$ cat src/rtl/pmc_pkg.sv
package pmc_pkg;
  localparam int DATA_W      = 32;
  localparam int FUNC_W      = 6;
  localparam int DEV_W       = 12;
  localparam int LVL_W       = 3;
  localparam int NCLUST      = 2;
  localparam int NTYPES      = 3;
  localparam int START_BIT   = 31;
  localparam int WRF_BIT     = 30;
  localparam int FUNC_LSB    = 20;
  localparam int BUSYERR_BIT = 16;
  localparam int PEND_LSB    = 28;

  localparam int RA_CMD   = 0;
  localparam int RA_WDATA = 1;
  localparam int RA_RDATA = 2;
  localparam int RA_PERF0 = 3;
  localparam int RA_STAT  = RA_PERF0 + NCLUST;

  typedef enum logic [1:0] {
    RT_PERF0 = 2'd0,
    RT_PERF1 = 2'd1,
    RT_CFG   = 2'd2,
    RT_NONE  = 2'd3
  } rtype_e;

  typedef struct packed {
    rtype_e              kind;
    logic                wr;
    logic [FUNC_W-1:0]   func;
    logic [DEV_W-1:0]    dev;
    logic [DATA_W-1:0]   data;
  } req_t;
endpackage

$ cat src/rtl/pmc_decode.sv
module pmc_decode
  import pmc_pkg::*;
#(
  parameter int ADDR_W = 4
) (
  input  logic                    hst_vld,
  input  logic                    hst_wr,
  input  logic [ADDR_W-1:0]       hst_addr,
  input  logic [DATA_W-1:0]       hst_wdata,
  input  logic                    busy,
  input  rtype_e                  pend_kind,
  input  logic [DATA_W-1:0]       wdata_q,
  input  logic [DATA_W-1:0]       rdata_q,
  input  logic                    cmd_wr,
  input  logic [FUNC_W-1:0]       cmd_func,
  input  logic [DEV_W-1:0]        cmd_dev,
  input  logic [NCLUST*LVL_W-1:0] lvl_flat,
  input  logic [NTYPES-1:0]       cmp_flags,
  input  logic [NTYPES-1:0]       err_flags,
  input  logic                    busy_err,
  output logic                    launch,
  output req_t                    launch_req,
  output logic                    wdata_we,
  output logic                    stat_rd,
  output logic                    busy_hit,
  output logic [DATA_W-1:0]       hst_rdata
);
  logic              wr_acc;
  logic              rd_acc;
  logic              cmd_go;
  logic [NCLUST-1:0] perf_hit;
  logic              want;
  logic [DATA_W-1:0] stat_word;
  logic [DATA_W-1:0] cmd_word;

  assign wr_acc   = hst_vld & hst_wr;
  assign rd_acc   = hst_vld & ~hst_wr;
  assign cmd_go   = wr_acc & (hst_addr == ADDR_W'(RA_CMD)) & hst_wdata[START_BIT];
  assign wdata_we = wr_acc & (hst_addr == ADDR_W'(RA_WDATA));
  assign stat_rd  = rd_acc & (hst_addr == ADDR_W'(RA_STAT));

  for (genvar c = 0; c < NCLUST; c++) begin : g_perf_hit
    assign perf_hit[c] = wr_acc & (hst_addr == ADDR_W'(RA_PERF0 + c));
  end

  assign want     = cmd_go | (|perf_hit);
  assign launch   = want & ~busy;
  assign busy_hit = want & busy;

  always_comb begin
    launch_req      = '0;
    launch_req.kind = RT_NONE;
    if (cmd_go) begin
      launch_req.kind = RT_CFG;
      launch_req.wr   = hst_wdata[WRF_BIT];
      launch_req.func = hst_wdata[FUNC_LSB +: FUNC_W];
      launch_req.dev  = hst_wdata[DEV_W-1:0];
      launch_req.data = wdata_q;
    end
    for (int c = 0; c < NCLUST; c++) begin
      if (perf_hit[c]) begin
        launch_req.kind = rtype_e'(2'(c));
        launch_req.wr   = 1'b1;
        launch_req.data = DATA_W'(hst_wdata[LVL_W-1:0]);
      end
    end
  end

  always_comb begin
    stat_word = '0;
    for (int t = 0; t < NTYPES; t++) begin
      stat_word[4*t]   = cmp_flags[t];
      stat_word[4*t+1] = err_flags[t];
    end
    stat_word[BUSYERR_BIT]     = busy_err;
    stat_word[PEND_LSB +: 2]   = pend_kind;
  end

  always_comb begin
    cmd_word                      = '0;
    cmd_word[START_BIT]           = busy & (pend_kind == RT_CFG);
    cmd_word[WRF_BIT]             = cmd_wr;
    cmd_word[FUNC_LSB +: FUNC_W]  = cmd_func;
    cmd_word[DEV_W-1:0]           = cmd_dev;
  end

  always_comb begin
    hst_rdata = '0;
    if (rd_acc) begin
      if (hst_addr == ADDR_W'(RA_CMD))   hst_rdata = cmd_word;
      if (hst_addr == ADDR_W'(RA_WDATA)) hst_rdata = wdata_q;
      if (hst_addr == ADDR_W'(RA_RDATA)) hst_rdata = rdata_q;
      if (hst_addr == ADDR_W'(RA_STAT))  hst_rdata = stat_word;
      for (int c = 0; c < NCLUST; c++) begin
        if (hst_addr == ADDR_W'(RA_PERF0 + c))
          hst_rdata = DATA_W'(lvl_flat[c*LVL_W +: LVL_W]);
      end
    end
  end
endmodule

$ cat src/rtl/pmc_launch.sv
module pmc_launch
  import pmc_pkg::*;
(
  input  logic                    clk,
  input  logic                    rst_n,
  input  logic                    launch,
  input  req_t                    launch_req,
  input  logic                    wdata_we,
  input  logic [DATA_W-1:0]       hst_wdata,
  input  logic                    mcu_ack,
  input  logic                    mcu_err,
  input  logic [DATA_W-1:0]       mcu_rdata,
  output logic                    mcu_req,
  output req_t                    req_q,
  output logic                    busy,
  output rtype_e                  pend_kind,
  output logic                    done,
  output logic [DATA_W-1:0]       wdata_q,
  output logic [DATA_W-1:0]       rdata_q,
  output logic                    cmd_wr,
  output logic [FUNC_W-1:0]       cmd_func,
  output logic [DEV_W-1:0]        cmd_dev,
  output logic [NCLUST*LVL_W-1:0] lvl_flat
);
  logic req_on;
  logic req_on_d;
  logic req_on_en;
  logic req_en;
  logic rdata_en;
  logic cmd_en;

  assign done      = req_on & mcu_ack;
  assign busy      = req_on;
  assign mcu_req   = req_on;
  assign pend_kind = req_on ? req_q.kind : RT_NONE;

  always_comb begin
    req_on_d  = req_on;
    req_on_en = 1'b0;
    if (done) begin
      req_on_d  = 1'b0;
      req_on_en = 1'b1;
    end else if (launch) begin
      req_on_d  = 1'b1;
      req_on_en = 1'b1;
    end
  end

  assign req_en   = launch & ~req_on;
  assign rdata_en = done & (req_q.kind == RT_CFG) & ~req_q.wr & ~mcu_err;
  assign cmd_en   = req_en & (launch_req.kind == RT_CFG);

  always_ff @(posedge clk or negedge rst_n) begin
    if (!rst_n)         req_on <= 1'b0;
    else if (req_on_en) req_on <= req_on_d;
  end

  always_ff @(posedge clk or negedge rst_n) begin
    if (!rst_n) begin
      req_q      <= '0;
      req_q.kind <= RT_NONE;
    end else if (req_en) begin
      req_q <= launch_req;
    end
  end

  always_ff @(posedge clk or negedge rst_n) begin
    if (!rst_n)        wdata_q <= '0;
    else if (wdata_we) wdata_q <= hst_wdata;
  end

  always_ff @(posedge clk or negedge rst_n) begin
    if (!rst_n)        rdata_q <= '0;
    else if (rdata_en) rdata_q <= mcu_rdata;
  end

  always_ff @(posedge clk or negedge rst_n) begin
    if (!rst_n) begin
      cmd_wr   <= 1'b0;
      cmd_func <= '0;
      cmd_dev  <= '0;
    end else if (cmd_en) begin
      cmd_wr   <= launch_req.wr;
      cmd_func <= launch_req.func;
      cmd_dev  <= launch_req.dev;
    end
  end

  for (genvar c = 0; c < NCLUST; c++) begin : g_lvl
    logic             lvl_en;
    logic [LVL_W-1:0] lvl_q;
    assign lvl_en = done & (req_q.kind == rtype_e'(2'(c))) & ~mcu_err;
    always_ff @(posedge clk or negedge rst_n) begin
      if (!rst_n)      lvl_q <= '0;
      else if (lvl_en) lvl_q <= req_q.data[LVL_W-1:0];
    end
    assign lvl_flat[c*LVL_W +: LVL_W] = lvl_q;
  end
endmodule

$ cat src/rtl/pmc_status.sv
module pmc_status
  import pmc_pkg::*;
(
  input  logic              clk,
  input  logic              rst_n,
  input  logic              done,
  input  rtype_e            done_kind,
  input  logic              done_err,
  input  logic              busy_hit,
  input  logic              stat_rd,
  output logic [NTYPES-1:0] cmp_flags,
  output logic [NTYPES-1:0] err_flags,
  output logic              busy_err,
  output logic              irq
);
  for (genvar t = 0; t < NTYPES; t++) begin : g_flag
    logic set_cmp;
    logic set_err;
    logic cmp_d;
    logic err_d;
    logic cmp_en;
    logic err_en;
    assign set_cmp = done & (done_kind == rtype_e'(2'(t))) & ~done_err;
    assign set_err = done & (done_kind == rtype_e'(2'(t))) & done_err;
    assign cmp_d   = set_cmp | (cmp_flags[t] & ~stat_rd);
    assign err_d   = set_err | (err_flags[t] & ~stat_rd);
    assign cmp_en  = set_cmp | stat_rd;
    assign err_en  = set_err | stat_rd;
    always_ff @(posedge clk or negedge rst_n) begin
      if (!rst_n)      cmp_flags[t] <= 1'b0;
      else if (cmp_en) cmp_flags[t] <= cmp_d;
    end
    always_ff @(posedge clk or negedge rst_n) begin
      if (!rst_n)      err_flags[t] <= 1'b0;
      else if (err_en) err_flags[t] <= err_d;
    end
  end

  logic berr_d;
  logic berr_en;
  assign berr_d  = busy_hit | (busy_err & ~stat_rd);
  assign berr_en = busy_hit | stat_rd;

  always_ff @(posedge clk or negedge rst_n) begin
    if (!rst_n)       busy_err <= 1'b0;
    else if (berr_en) busy_err <= berr_d;
  end

  assign irq = (|cmp_flags) | (|err_flags);
endmodule

$ cat src/rtl/pmc_req_bridge.sv
module pmc_req_bridge
  import pmc_pkg::*;
#(
  parameter int ADDR_W = 4
) (
  input  logic              clk,
  input  logic              rst_n,
  input  logic              hst_vld,
  input  logic              hst_wr,
  input  logic [ADDR_W-1:0] hst_addr,
  input  logic [31:0]       hst_wdata,
  output logic [31:0]       hst_rdata,
  output logic              irq,
  output logic              mcu_req,
  output logic [1:0]        mcu_type,
  output logic              mcu_wr,
  output logic [5:0]        mcu_func,
  output logic [11:0]       mcu_dev,
  output logic [31:0]       mcu_wdata,
  input  logic              mcu_ack,
  input  logic              mcu_err,
  input  logic [31:0]       mcu_rdata
);
  logic [1:0] rst_sync;
  logic       rst_core_n;

  always_ff @(posedge clk or negedge rst_n) begin
    if (!rst_n) rst_sync <= 2'b00;
    else        rst_sync <= {rst_sync[0], 1'b1};
  end
  assign rst_core_n = rst_sync[1];

  logic                    launch;
  req_t                    launch_req;
  logic                    wdata_we;
  logic                    stat_rd;
  logic                    busy_hit;
  req_t                    req_q;
  logic                    busy;
  rtype_e                  pend_kind;
  logic                    done;
  logic [DATA_W-1:0]       wdata_q;
  logic [DATA_W-1:0]       rdata_q;
  logic                    cmd_wr;
  logic [FUNC_W-1:0]       cmd_func;
  logic [DEV_W-1:0]        cmd_dev;
  logic [NCLUST*LVL_W-1:0] lvl_flat;
  logic [NTYPES-1:0]       cmp_flags;
  logic [NTYPES-1:0]       err_flags;
  logic                    busy_err;

  pmc_decode #(.ADDR_W(ADDR_W)) u_dec (
    .hst_vld(hst_vld), .hst_wr(hst_wr), .hst_addr(hst_addr), .hst_wdata(hst_wdata),
    .busy(busy), .pend_kind(pend_kind), .wdata_q(wdata_q), .rdata_q(rdata_q),
    .cmd_wr(cmd_wr), .cmd_func(cmd_func), .cmd_dev(cmd_dev), .lvl_flat(lvl_flat),
    .cmp_flags(cmp_flags), .err_flags(err_flags), .busy_err(busy_err),
    .launch(launch), .launch_req(launch_req), .wdata_we(wdata_we),
    .stat_rd(stat_rd), .busy_hit(busy_hit), .hst_rdata(hst_rdata)
  );

  pmc_launch u_lch (
    .clk(clk), .rst_n(rst_core_n), .launch(launch), .launch_req(launch_req),
    .wdata_we(wdata_we), .hst_wdata(hst_wdata), .mcu_ack(mcu_ack),
    .mcu_err(mcu_err), .mcu_rdata(mcu_rdata), .mcu_req(mcu_req), .req_q(req_q),
    .busy(busy), .pend_kind(pend_kind), .done(done), .wdata_q(wdata_q),
    .rdata_q(rdata_q), .cmd_wr(cmd_wr), .cmd_func(cmd_func), .cmd_dev(cmd_dev),
    .lvl_flat(lvl_flat)
  );

  pmc_status u_sts (
    .clk(clk), .rst_n(rst_core_n), .done(done), .done_kind(req_q.kind),
    .done_err(mcu_err), .busy_hit(busy_hit), .stat_rd(stat_rd),
    .cmp_flags(cmp_flags), .err_flags(err_flags), .busy_err(busy_err), .irq(irq)
  );

  assign mcu_type  = req_q.kind;
  assign mcu_wr    = req_q.wr;
  assign mcu_func  = req_q.func;
  assign mcu_dev   = req_q.dev;
  assign mcu_wdata = req_q.data;
endmodule

$ cat config.mk
export PLATFORM = sky130hd
export DESIGN_NAME = pmc_req_bridge
export DESIGN_NICKNAME = d
export VERILOG_FILES = /design/src/rtl/pmc_pkg.sv /design/src/rtl/pmc_decode.sv /design/src/rtl/pmc_launch.sv /design/src/rtl/pmc_status.sv /design/src/rtl/pmc_req_bridge.sv
export SDC_FILE = /design/constraint.sdc
export NUM_CORES = 1
export LEC_CHECK = 0
export BUFFER_PORTS_ARGS = -buffer_cell sky130_fd_sc_hd__buf_2
export CAP_MARGIN = 20
export CORE_AREA = 2 2 140 142
export CTS_CLUSTER_DIAMETER = 40
export CTS_CLUSTER_SIZE = 8
export DETAILED_ROUTE_END_ITERATION = 8
export DIE_AREA = 0 0 142 144
export SYNTH_ARGS = -nofsm -noshare
export SYNTH_HDL_FRONTEND = slang
export SYNTH_SLANG_ARGS = --single-unit
export TNS_END_PERCENT = 1
$ cat constraint.sdc
create_clock -name clk -period 7.5 [get_ports clk]
set_input_delay 1.5 -clock clk [delete_from_list [all_inputs] [get_ports clk]]
set_output_delay 1.5 -clock clk [all_outputs]
set_load 0.01 [all_outputs]
After elaboration in Yosys (flattened, before gate mapping)
Index checks and enable logic that the tools add are counted.
- register bits after elaboration: 152
- input bits: 74
- eq/ne operators: 9
- reductions and logical operators: 7
- bitwise logic cells: 53
- multiplexer cells: 17
- operators by type and width (operator ; count):
    $mux 32 ; 9
    $mux 52 ; 1
    $and 1x1->1 ; 32
    $or 1x1->1 ; 16
    $eq 4x2->1 const B ; 2
    $eq 4x3->1 const B ; 2
    $eq 2x2->1 const B ; 3
    $mux 3 ; 2
    $reduce_or 3->1 ; 2
    $not 1->1 ; 5
    $eq 4x1->1 const B ; 1
    $logic_not 4->1 ; 1
    $mux 1 ; 4
    $eq 2x1->1 const B ; 1
    $logic_not 2->1 ; 1
    $mux 2 ; 1
    $reduce_and 2->1 ; 1
    $reduce_bool 2->1 ; 1
    $reduce_or 2->1 ; 1

Longest topological paths before layout
- depth after elaboration: 10
- gate-level depth with buffers: 7
- mapped depth without buffers: 4

Hierarchy
Synthesis repeated with hierarchy kept, for this count alone.
- cell total of the unflattened synthesis: 589
- area, all modules: 7143.1 um^2
- by module, submodules not included (module ; area each (um^2) ; sequential area each (um^2) ; cells an instance ; instances):
    pmc_launch ; 5395.2 ; 3580.9 ; 314 ; 1
    pmc_decode ; 1386.3 ; 0.0 ; 248 ; 1
    pmc_status ; 307.8 ; 175.2 ; 24 ; 1
    pmc_req_bridge ; 53.8 ; 50.0 ; 3 ; 1

Least setup slack after synthesis
Ideal clock, no wire load.
- path kind: input port to output port
- start point: input port hst_addr[0]
- end point: output port hst_rdata[9]
- path slack: 3.298 ns
- buffers on the path: 3
- stages on the path: 6
- arrival: 2.702 ns
- cells stage by stage: buf_2 nor2b_1 clkbuf_1 clkbuf_1 o221ai_1 a21oi_1
- cells in the longest elaborated chain, start to end: 8
- elaborated cells on any way between the ends: 13
- classes of those cells: 5 x eq/ne; 7 x mux; 1 x reduce/logical
- ends and longest elaborated chain (item ; RTL line ; text):
    start, declared ; pmc_req_bridge.sv:10 ; input logic [ADDR_W-1:0] hst_addr,
    $logic_not 4->1 ; pmc_decode.sv:90 ; if (hst_addr == ADDR_W'(RA_CMD)) hst_rdata = cmd_word;
    $mux 32 ; pmc_decode.sv:90 ;
    $mux 32 ; pmc_decode.sv:91 ; if (hst_addr == ADDR_W'(RA_WDATA)) hst_rdata = wdata_q;
    $mux 32 ; pmc_decode.sv:92 ; if (hst_addr == ADDR_W'(RA_RDATA)) hst_rdata = rdata_q;
    $mux 32 ; pmc_decode.sv:93 ; if (hst_addr == ADDR_W'(RA_STAT)) hst_rdata = stat_word;
    $mux 32 ; pmc_decode.sv:95 ; if (hst_addr == ADDR_W'(RA_PERF0 + c))
    $mux 32 (*) ; pmc_decode.sv:95 ;
    $mux 32 (*) ; pmc_decode.sv:89 ; if (rd_acc) begin
    end, declared ; pmc_req_bridge.sv:12 ; output logic [31:0] hst_rdata,
Mark *: on every way between the ends. The rest lies on a longest branch, timed or not.

Final worst setup path
- start point: input port hst_addr[2]
- end point: output port hst_rdata[6]
The elaborated chain is that of the path after synthesis.

==> results.md <==
- Worst slew margin: 25.55%
- RSZ-0062 raised after global routing: false
- PD cells: 254.5 nW/um^2
- Data required time of the critical path: 6.00 ns
- Net count, final: 738
- Post-DR wirelength/cell: 19.23 microns
- Row Count: 51
- Root buffer cell: clkbuf_16
- First-pass GRT wire length: 26950 microns
- Crit-path cells: buf_2 -> nor2_1 -> nand3_1 -> nor2_1 -> buf_2
- CTS buffer count: 17
- Dpl cells: 881
- Syn avg cell area: 12.80 sq um
- Synth warn: 0
- GR Overflow Total: 0
- Mapped Cells: 508
- Int Power: 1.544 mW
- Final setup TNS: 0 ns
- Min cycle time layout: 5.034 ns
- Synth Net Count: 582
- Fraction of registers with async set/reset: 100.0%
- CP Capture Type: primary output
- Die area: 20450 sq um
- Status: finished clean
- Initial antenna violation count: 0
- Clock network power share: 40.7%
- Number of port buffers: 160
- Crit. Startpoint: hst_addr[2]
- Slew Limit Fails: 0
- Clock Skew: 0.009888 ns
- Worst-margin pin slew: 1.114 ns
- Synthesized flop and latch total: 152
- HPWL Detailed: 12170 microns
- Initial Util: 34.07%
- Share of post-route cells with drive strength above 1: 44.02%
- Clk sink count: 152
- CP peak stage delay: 0.88 ns
- Clock Latency Late Sink: 0.42 ns
- CTS Buffer Depth: 2
- Distinct cells, synth: 44
- Final cell count without fillers: 915
- CTS tree: yes
- Die span in y: 144 microns
- CP delay by family, top: simple AND/OR/NAND/NOR gates
- GRT Total Usage: 17.40%
- Post-synth EDFFs: 0
- Sw Share: 25.59%
- Most frequent cells in the layout: buf_2, dfrtp_1, mux2_2
- Post-CTS sizing: 0
- Area of the multi-input gates: 2540 sq um
- Pleak: 4.153 nW
- Critical path fanouts, max: 22
- Commonest non-fill, non-tap cell in the layout: buf_2
- Max VDD drop: 0.1536 mV
- GPL Wtd Cong: 0.8235
- Worst path slowest cell: nand3_1
- # setup viols final: 0
- Post-Syn Area: 6501 sq um
- Final wirelength: 17590 microns
- Buf+Inv Stages, Crit Path: 2
- # hold bufs at CTS: 0
- Worst r2r src: rst_sync[1]$_DFF_PN0_
- DRC violations left: 0
- Vias in the first global route: 4933
- Core ar.: 19080 sq um
- Vias/cell: 5.235
- Antenna Cells: 0
- Register area: 3810 sq um
- Maximum clock rate: 198.7 MHz
- Worst Setup Start Kind: primary input
- Iteration-0 DRC count of the detailed router: 236
- Htree depth: 4
- Post-CTS Setup Bufs: 0
- Logic pwr share: 11.5%
- Vias: 4790
- Hold/Removal Path Class: flop to asynchronous set/reset pin
- WP data arrival: 3.53 ns
- Sequential share of power: 47.8%
- Pre-antenna DRT Iters: 4
- Largest net degree at the start of global routing: 58
- Sequential-to-total area share from yosys stat: 58.55%
- Number of fill cells: 1816
- Crit Path Class: primary input to primary output
- Hold Fails Final Rpt: 0
- Width of the die: 142 microns
- Io pins: 161
- Clock slew seen by the registers of the worst setup and hold paths: 0.06 ns
- Synthesis-to-finish area growth: 25.42%
- Period utilization: 67.11%
- Main synth FF type: dfrtp_1
- NetSw: 531.1 uW
- Max_cap viols: 0
- Routed Antenna Nets: 0
[kinds of logic after synthesis]
kind of cell           count (synthesis)  share of synthesized area [%]
DFF                                  152                          58.55
AOI/OAI and AO/OA                    115                          13.72
muxes                                104                          17.73
and+or+nand+nor                      100                          7.333
buffers and inverters                 36                          2.617
other                                  1                        0.05768
[area by class of cell]
cell class / instances / share of cell area [%]
Sequential cell: 152 / 46.72
Multi-Input combinational cell: 320 / 31.15
Timing Repair Buffer: 170 / 11.19
Clock buffer: 21 / 5.647
Tap cell: 238 / 3.652
Clock inverter: 11 / 1.504
Inverter: 3 / 0.1381
[registers in the layout (all words and copies together), names as in the netlist]
register,count
u_sts.cmp_flags,3
u_sts.err_flags,3
u_lch.req_q,53
u_lch.g_lvl.lvl_q,6
u_lch.rdata_q,32
u_sts.busy_err,1
u_lch.busy,1
u_lch.wdata_q,32
u_lch.cmd_wr,1
u_lch.cmd_func,6
rst_sync,2
u_lch.cmd_dev,12
[cells in the mapped netlist, drive strengths merged (3+ instances only)]
cell type	number	area [sq um]
a22o	50	437.9
nand3	4	20.02
o221ai	8	70.07
a221o	3	30.03
nand2	23	86.33
clkbuf	16	60.06
nor2b	6	37.54
mux2i	15	150.1
a22oi	11	82.58
buf	17	98.84
a21o	4	30.03
a2bb2oi	3	26.28
inv	3	11.26
nand4	3	18.77
mux2	89	1002
dfrtp	150	3754
nand2b	3	18.77
a21oi	19	95.09
nor2	46	172.7
o21ai	6	30.03
nor4	3	33.78
and2	3	18.77
[power groups by stage]
stage / logic (mW) / registers [mW] / clock network [mW]
finish: 0.239 / 0.992 / 0.844
detailed placement: 0.241 / 1.01 / 0
global route: 0.264 / 1.00 / 0.906
floorplan: 0.133 / 0.999 / 0
global placement: 0.235 / 1.00 / 0
CTS: 0.242 / 0.993 / 0.863
[per-stage QoR]
stage	cell area, sq um	hold slack (ns)	total power, mW	setup slack (ns)	util (%)
after detailed placement	7532	0.3404	1.248	2.483	39.48
after global placement	7512	0.3388	1.238	2.466	39.37
after CTS	8115	0.3580	2.098	2.486	42.53
after floorplan	6501	0.3312	1.132	2.955	-
final	8154	0.3274	2.075	2.466	42.74
after global routing	8154	0.3596	2.174	2.334	42.74
[per-layer routing]
metal,vias to the layer above,part of all wire [%],track usage [%]
met3,23,4.7,4.371
met2,158,48,27.59
met1,2426,45,22.94
li1,2183,-,-
met4,0,2.0,7.053
met5,-,0,0
[final timing paths]
| kind | endpoint | slack, ns | depth (start not counted) |
|---|---|---|---|
| worst max-delay path | hst_rdata[6] | 2.47 | 5 |
| worst min-delay path | u_lch.wdata_q[26]$_DFFE_PN0P_ | 0.33 | 0 |
| worst max register to register | u_lch.req_q[25]$_DFFE_PN0P_ | 5.33 | 2 |
| worst min register to register | u_lch.wdata_q[26]$_DFFE_PN0P_ | 0.33 | 0 |
| max in group asynchronous | u_lch.req_q[25]$_DFFE_PN0P_ | 5.33 | 2 |
| min in group clk | rst_sync[1]$_DFF_PN0_ | 0.35 | 0 |
Power figures use the tool's default switching activity.
